===== src/rtl/acc_pad_detect.sv =====
module acc_pad_detect #(
  parameter int LEN_W = 28,
  parameter int TOT_W = 32,
  parameter int CNT_W = 8
) (
  input  logic             clk,
  input  logic             rst_n,
  input  logic             req_valid,
  input  logic [LEN_W-1:0] req_len,
  input  logic [63:0]      req_tail,
  output logic             rd_en,
  output logic [LEN_W-1:0] rd_addr,
  input  logic [7:0]       rd_data,
  output logic             res_valid,
  output logic             has_padding,
  output logic [LEN_W-1:0] pad_offset,
  output logic [TOT_W-1:0] msg_length,
  output logic [CNT_W-1:0] cached_count
);
  localparam logic [7:0]       PAD_MARK = 8'h80;
  localparam logic [CNT_W-1:0] CNT_TOP  = '1;

  typedef enum logic [1:0] {ST_IDLE, ST_READ, ST_CHECK} state_t;

  state_t           state;
  logic [TOT_W-1:0] total_q, cand_q;
  logic             cand_ok_q;

  logic             accept, in_range, hit;
  logic [TOT_W-1:0] len_ext, sum, pad_size;
  logic [63:0]      cand_wide;
  logic [LEN_W-1:0] offset;

  assign accept    = req_valid && (state == ST_IDLE);
  assign len_ext   = TOT_W'(req_len);
  assign sum       = total_q + len_ext;
  assign cand_wide = {3'b000, req_tail[63:3]};
  assign pad_size  = sum - cand_wide[TOT_W-1:0];
  assign offset    = req_len - LEN_W'(pad_size);
  assign in_range  = (cand_wide <= 64'(sum)) && (pad_size != '0) && (pad_size <= len_ext);
  assign hit       = cand_ok_q && (rd_data == PAD_MARK);

  always_ff @(posedge clk or negedge rst_n) begin
    if (!rst_n) begin
      state        <= ST_IDLE;
      total_q      <= '0;
      cand_q       <= '0;
      cand_ok_q    <= 1'b0;
      rd_en        <= 1'b0;
      rd_addr      <= '0;
      res_valid    <= 1'b0;
      has_padding  <= 1'b0;
      pad_offset   <= '0;
      msg_length   <= '0;
      cached_count <= '0;
    end else begin
      res_valid <= 1'b0;
      rd_en     <= 1'b0;
      case (state)
        ST_IDLE: if (accept) begin
          total_q   <= sum;
          cand_q    <= cand_wide[TOT_W-1:0];
          cand_ok_q <= in_range;
          rd_en     <= in_range;
          rd_addr   <= offset;
          state     <= ST_READ;
        end
        ST_READ: state <= ST_CHECK;
        ST_CHECK: begin
          res_valid   <= 1'b1;
          has_padding <= hit;
          pad_offset  <= hit ? rd_addr : '0;
          msg_length  <= hit ? cand_q : '0;
          if (hit) begin
            total_q      <= '0;
            cached_count <= '0;
          end else if (cached_count != CNT_TOP) begin
            cached_count <= cached_count + 1'b1;
          end
          state <= ST_IDLE;
        end
        default: state <= ST_IDLE;
      endcase
    end
  end

  a_r6_read_follows_accept: assert property (@(posedge clk) disable iff (!rst_n)
    rd_en |-> $past(accept));
  a_r6_read_one_cycle: assert property (@(posedge clk) disable iff (!rst_n)
    rd_en |=> !rd_en);
  a_r5_offset_inside: assert property (@(posedge clk) disable iff (!rst_n)
    rd_en |-> rd_addr < $past(req_len));
  a_r10_result_timing: assert property (@(posedge clk) disable iff (!rst_n)
    accept |=> ##2 res_valid);
  a_r10_single_strobe: assert property (@(posedge clk) disable iff (!rst_n)
    res_valid |=> !res_valid);
  a_r7_marker_seen: assert property (@(posedge clk) disable iff (!rst_n)
    (res_valid && has_padding) |-> ($past(rd_data) == PAD_MARK) && $past(rd_en, 2));
  a_r9_count_step: assert property (@(posedge clk) disable iff (!rst_n)
    (res_valid && !has_padding) |->
      (cached_count == $past(cached_count) + CNT_W'(1)) || (cached_count == CNT_TOP));
  a_r8_count_clear: assert property (@(posedge clk) disable iff (!rst_n)
    (res_valid && has_padding) |-> (cached_count == '0));
endmodule


===== config.mk =====
export PLATFORM = sky130hd
export DESIGN_NAME = acc_pad_detect
export DESIGN_NICKNAME = d
export VERILOG_FILES = /design/src/rtl/acc_pad_detect.sv
export SDC_FILE = /design/constraint.sdc
export NUM_CORES = 1
export LEC_CHECK = 0
export CORE_ASPECT_RATIO = 1.4
export CORE_MARGIN = 2
export CORE_UTILIZATION = 55
export DETAILED_ROUTE_END_ITERATION = 16
export PLACE_DENSITY_LB_ADDON = 0.3
export SYNTH_ARGS = -nofsm -noshare
export SYNTH_HDL_FRONTEND = slang
export SYNTH_SLANG_ARGS = --single-unit

===== constraint.sdc =====
create_clock -name clk -period 7.4 [get_ports clk]
set_clock_uncertainty 0.2 [all_clocks]
set_input_delay 1.48 -clock clk [delete_from_list [all_inputs] [get_ports clk]]
set_output_delay 1.48 -clock clk [all_outputs]
set_load 0.02 [all_outputs]

==> results of run 1 <==
==> synthesized netlist by cell type (all sizes together) (14+ instances only) <==
library cell  count
a21o             42
a21oi           107
a31oi            14
clkbuf           56
dfrtp           166
ha              147
inv             145
nand2           247
nand2b           20
nand3           105
nand4            18
nor2             57
nor2b            14
nor3             14
nor4             15
o21ai           149
xnor2            36
xor2             41
==> critical path: cells and delay by family <==
kind,cells,cell delay [ns]
xor+xnor,1,0.17
fa+ha+maj,3,0.85
buf+inv,4,0.82
simple gates,6,1.23
compound gates,14,2.46
mux,1,0.31
==> area by class of cell <==
cell class                 instances  area [sq um]  share of cell area
tap                              301         376.6             0.02126
inverter                         145         544.3             0.03073
clock inverter                    13         130.1            0.007347
multi-input combinational       1166          8149              0.4601
sequential                       166          4154              0.2345
clock buffer                      19         432.9             0.02444
timing repair buffer             456          3925              0.2216
==> kinds of logic (layout without fill, tap and decap cells) <==
| group | Yosys count | in the layout | share of synthesized area |
|---|---|---|---|
| xor+xnor | 77 | 77 | 0.05409 |
| mux | 4 | 4 | 0.003813 |
| compound gates | 404 | 404 | 0.1956 |
| simple gates | 531 | 531 | 0.1979 |
| fa+ha+maj | 150 | 150 | 0.1523 |
| flops | 166 | 166 | 0.3332 |
| buf+inv | 209 | 633 | 0.06303 |
==> sequential cells by signal, indices dropped and copies added, names as in the netlist <==
signal / cells
cand_q: 32
msg_length: 32
total_q: 32
pad_offset: 28
rd_addr: 28
cached_count: 8
state: 2
cand_ok_q: 1
has_padding: 1
rd_en: 1
res_valid: 1
==> routing by layer <==
layer	global-route usage	vias to the layer above	part of all wire
met5	0	-	0
met2	0.5924	396	0.53
met1	0.3585	6198	0.39
li1	-	6133	-
met3	0.04028	107	0.041
met4	0.1422	0	0.041
==> through the flow <==
step | cell area (sq um) | utilization
6_report | 17710 | 0.7919
5_1_grt | 17710 | 0.7919
4_1_cts | 17140 | 0.7662
3_5_place_dp | 16440 | 0.7351
3_3_place_gp | 16440 | 0.7351
2_1_floorplan | 12470 | -
==> path summary, 6_finish.rpt <==
kind,to,depth (start not counted)
max,cand_ok_q$_DFFE_PN0P_,29
min,msg_length[5]$_DFFE_PN0P_,2
max reg2reg,rd_addr[27]$_DFFE_PN0P_,29
min reg2reg,msg_length[5]$_DFFE_PN0P_,2
max in group asynchronous,rd_addr[24]$_DFFE_PN0P_,2
min in group asynchronous,msg_length[11]$_DFFE_PN0P_,1
==> layout by cell type, fill, tap and decap left out, types with 5 or more instances in the layout <==
| cell type | count |
|---|---|
| nor2b_1 | 14 |
| or3_1 | 6 |
| and2_1 | 7 |
| xnor2_2 | 10 |
| o21a_1 | 11 |
| a21oi_2 | 13 |
| o21bai_1 | 10 |
| a211oi_1 | 7 |
| nor4_1 | 10 |
| xnor2_1 | 26 |
| and3_1 | 8 |
| ha_4 | 8 |
| a21o_1 | 42 |
| inv_1 | 143 |
| nor2_2 | 6 |
| clkdlybuf4s50_1 | 195 |
| o211ai_1 | 6 |
| inv_8 | 5 |
| o21ai_0 | 136 |
| nand2_1 | 245 |
| nand3_1 | 101 |
| buf_4 | 258 |
| nand4_1 | 18 |
| ha_1 | 137 |
| nor3_1 | 12 |
| o31ai_1 | 5 |
| a21oi_1 | 91 |
| o21ai_1 | 9 |
| xor2_1 | 39 |
| nand2b_1 | 19 |
| a31oi_1 | 11 |
| nor2_1 | 51 |
| clkbuf_16 | 17 |
| dfrtp_1 | 166 |
==> timing repair <==
item	in CTS	in global routing
pin swaps	12	57
endpoints found under the setup margin	9	12
hold endpoints to repair	0	0
buffers inserted	2	11
gates resized for setup	28	95
hold buffers	0	0
==> impl_metrics.json, run 1 <==
{
  "outcome": "finished, final reports clean",
  "detail_route.vias_per_cell": 5.664,
  "r2r-start": "total_q[0]$_DFFE_PN0P_",
  "post-route-period-util": 0.9607,
  "die_width_um": 131.2,
  "final.hold.worst_slack_ns": 0.2653,
  "drc_violations": 0,
  "net_count_reported_at_finish": 2205,
  "hold_viol": 0,
  "timing.critical_path.required_ns": 7.59,
  "post_synth_num_cell_types": 67,
  "setup.worst_path.start": "req_len[7]",
  "hp-class": "register to register",
  "cts_made_buffers": 17,
  "synth-seq-cells": 166,
  "achievable-frequency_mhz": 140.7,
  "post-synth-top-area-fraction": 0.3332,
  "pin_count": 202,
  "vias_in_the_first_global_route": 12530,
  "yosysTopAreaCell": "dfrtp_1",
  "slowest_delay_ns": 0.49,
  "slew_headroom": 0.3212,
  "synth.area.top_cells": "dfrtp_1, ha_1, nand2_1",
  "syn_to_final_growth_pct": 42.07,
  "antenna_cells_inserted": 0,
  "slack_of_the_worst_reg_to_reg_path_ns": 1.25,
  "pre_repair_dr_iteration_count": 5,
  "cp_slowest_cell": "clkdlybuf4s50_1",
  "maxSlewViolCount": 0,
  "placement.setup.worst_slack_ns": -0.9959,
  "maxCapViolCount": 0,
  "timing.setup.tns_ns": 0,
  "clock_sink_count": 166,
  "initial_core_utilization": 0.5574,
  "die_h_um": 182.1,
  "worstHoldStart": "msg_length[5]$_DFFE_PN0P_",
  "synth_area_per_cell_sq_um": 8.090,
  "layout-drive-gt1-share": 0.2031,
  "synth_enable_flop_cells": 0,
  "drt-wirelength-per-cell_um": 17.25,
  "globalRouteTotalUtil": 0.3163,
  "clock_path_buffers": 2,
  "synthesis.nets": 1794,
  "die_area_sq_um": 23910,
  "worst_pin_slew_ns": 1.018,
  "critPathKind": "input port to register",
  "vias": 12830,
  "core_region_area_sq_um": 22370,
  "timing.critical_path.arrival_ns": 7.30,
  "placed_cells_incl_taps": 2221,
  "grt_max_degree": 94,
  "cts.reportedPaths.clkPinSlew_ns": 0.07,
  "critical_path.max_fanout": 3,
  "worst_slack_ns": 0.2911,
  "stdcell_count": 2266,
  "grt_pass1_wl_mm": 61.18,
  "postSynth.topFlopCell": "dfrtp_1",
  "fillerInstances": 1502,
  "global_route.overflow_total": 0,
  "synth.yosys.seq_area_share": 0.3332,
  "tritoncts_clock_tree": "yes",
  "synthesis.instances": 1541,
  "routabilityCongestion": 0.9426,
  "ys.warnings.count": 0,
  "synthArstFlopShare": 1.000,
  "master_cell_of_the_clock_root_buffer": "clkbuf_16",
  "postRouteAntennaNets": 0,
  "final.min_clock_period_ns": 7.109,
  "dpl.hpwl_mm": 29.69,
  "timing.critical_path.to_type": "register",
  "io_buffer_count": 198,
  "startpoint_type": "input port",
  "postRouteWirelength_mm": 39.08,
  "post_synth_instance_area_sq_um": 12470,
  "clkLatencyLatePin_ns": 0.46,
  "report.final.setup_viol": 0,
  "row_count": 65,
  "grt_antenna_before_repair": 0,
  "h_tree_lvls": 4,
  "detail_route.iter0.violations": 765
}
Power of run 1 is left out: the tool's default activity adds up to more than one toggle a clock period on the data nets, which glitch-free logic cannot reach.
==> run 2: changes to the inputs <==
Settings changed: CORE_MARGIN 2 to 4, REMOVE_ABC_BUFFERS set to 1, SETUP_SLACK_MARGIN set to 0.1.
==> run 2 against run 1 <==
- non-clock buffer count grew 16
- fmax shrank 1.4%
- sequential share of layout area shrank 0.22 points
- routed wire length grew 4.6%
- via count grew 2.2%
- critical endpoint is now rd_addr[26]$_DFFE_PN0P_
- largest cell class unchanged
- highest routed layer unchanged
==> impl_metrics.json, run 2 (synthesis gave the netlist of run 1 again) <==
{
  "dpl.hpwl_mm": 29.91,
  "final_cell_mix": "buf_4, nand2_1, clkdlybuf4s50_1, dfrtp_1, inv_1",
  "post_route_utilization": 0.8089,
  "report.final.setup_viol": 0,
  "layout_top_registers": "cand_q x32, msg_length x32, total_q x32",
  "worstPathBufferInverterCount": 6,
  "core_region_area_sq_um": 22100,
  "drc_violations": 0,
  "dpl-instance-area_sq_um": 16440,
  "grt_max_degree": 100,
  "antenna_cells_inserted": 0,
  "die_area_sq_um": 25170,
  "post-route-period-util": 0.9741,
  "cts_made_buffers": 17,
  "timing.critical_path.arrival_ns": 7.32,
  "hp-class": "register to register",
  "achievable-frequency_mhz": 138.7,
  "crit_family": "compound AO/OA/AOI/OAI gates",
  "io_buffer_count": 198,
  "master_cell_of_the_clock_root_buffer": "clkbuf_16",
  "net_count_reported_at_finish": 2221,
  "routabilityCongestion": 0.9497,
  "stdcell_area_sq_um": 17880,
  "timing.critical_path.required_ns": 7.51,
  "drt-wirelength-per-cell_um": 17.95,
  "layout-drive-gt1-share": 0.2131,
  "outcome": "finished, final reports clean",
  "die_width_um": 135.2,
  "hold_viol": 0,
  "cts-hold-fix-buffers": 0,
  "maxCapViolCount": 0,
  "cts.reportedPaths.clkPinSlew_ns": 0.07,
  "timing.setup.tns_ns": 0,
  "maxSlewViolCount": 0,
  "slew_headroom": 0.3759,
  "grt_pass1_wl_mm": 62.60,
  "layout_commonest_cell": "buf_4",
  "final.min_clock_period_ns": 7.209,
  "clock_sink_count": 166,
  "tritoncts_clock_tree": "yes",
  "pre_repair_dr_iteration_count": 5,
  "postRouteAntennaNets": 0,
  "globalRouteTotalUtil": 0.3085,
  "vias_in_the_first_global_route": 13070,
  "vias": 13120,
  "detail_route.vias_per_cell": 5.763,
  "h_tree_lvls": 4,
  "grt_antenna_before_repair": 0,
  "pin_count": 202,
  "slowest_delay_ns": 0.42,
  "detail_route.iter0.violations": 928,
  "syn_to_final_growth_pct": 43.41,
  "critical_path.max_fanout": 4,
  "clkLatencyLatePin_ns": 0.46,
  "clock_path_buffers": 2,
  "initial_core_utilization": 0.5641,
  "timing.critical_path.to_type": "register",
  "cp_slowest_cell": "or3_4",
  "row_count": 64,
  "startpoint_type": "input port",
  "fillerInstances": 1501,
  "postRouteWirelength_mm": 40.87,
  "critPathKind": "input port to register",
  "global_route.overflow_total": 0,
  "worst_pin_slew_ns": 0.9362,
  "die_h_um": 186.1
}
-- run 2: changes by cell type in the layout (fill, tap and decap cells not counted), sizes merged --
| cell | previous run | this run |
|---|---|---|
| dlymetal6s2s | 2 | 7 |
| clkbuf | 19 | 21 |
| clkinvlp | 3 | 2 |
| clkinv | 1 | 5 |
| buf | 259 | 275 |
| inv | 154 | 149 |
| clkdlybuf4s15 | 0 | 1 |
| clkdlybuf4s50 | 195 | 188 |
-- run 2: routing by layer --
| metal | wire, um | GRT usage |
|---|---|---|
| met2 | 21560 | 0.5793 |
| met5 | 0 | 0 |
| met4 | 1882 | 0.1351 |
| met3 | 1745 | 0.04333 |
| met1 | 15680 | 0.3463 |
-- run 2: final timing paths --
path | slack, ns | end | cells after the start | from
worst min register to register | 0.27 | pad_offset[20]$_DFFE_PN0P_ | 2 | pad_offset[20]$_DFFE_PN0P_
worst max-delay path | 0.19 | rd_addr[26]$_DFFE_PN0P_ | 30 | req_len[1]
worst min-delay path | 0.27 | pad_offset[20]$_DFFE_PN0P_ | 2 | pad_offset[20]$_DFFE_PN0P_
min in group asynchronous | 0.96 | msg_length[2]$_DFFE_PN0P_ | 1 | rst_n
worst max register to register | 1.02 | rd_addr[26]$_DFFE_PN0P_ | 28 | total_q[1]$_DFFE_PN0P_
max in group asynchronous | 4.63 | total_q[28]$_DFFE_PN0P_ | 2 | rst_n
-- run 2: cell type report --
cell class	instances	area (sq um)	area share
clock buffer	20	466.7	0.02610
clock inverter	11	92.59	0.005179
inverter	145	544.3	0.03044
multi-input combinational	1166	8189	0.4580
sequential	166	4154	0.2323
tap	297	371.6	0.02079
timing repair buffer	472	4060	0.2271
-- run 2: repair_timing --
action,CTS,global route
pin swaps,33,67
gates resized for setup,54,88
endpoints found under the setup margin,10,12
buffers inserted,9,20
cloned,0,0
-- run 2: through the flow --
step           hold WS [ns]  setup WS, ns  std cells
2_1_floorplan        0.2263        -1.527       1477
3_3_place_gp         0.2481       -0.6985       2218
3_5_place_dp         0.2549       -0.8985       2218
4_1_cts              0.2701       0.06772       2258
5_1_grt              0.2908      -0.06406       2277
6_report             0.2651        0.1914       2277
-- run 2: worst register-to-register path, delay by kind of cell (launching register included) --
kind                     cells  cell delay (ns)
flip-flops                   1             0.42
XOR/XNOR                     3             0.56
AND/OR/NAND/NOR              5             1.11
buffers and inverters        4             0.50
adder cells (fa/ha/maj)      3             0.80
AO/OA/AOI/OAI               13             2.65
Power of run 2 is left out for the same reason.
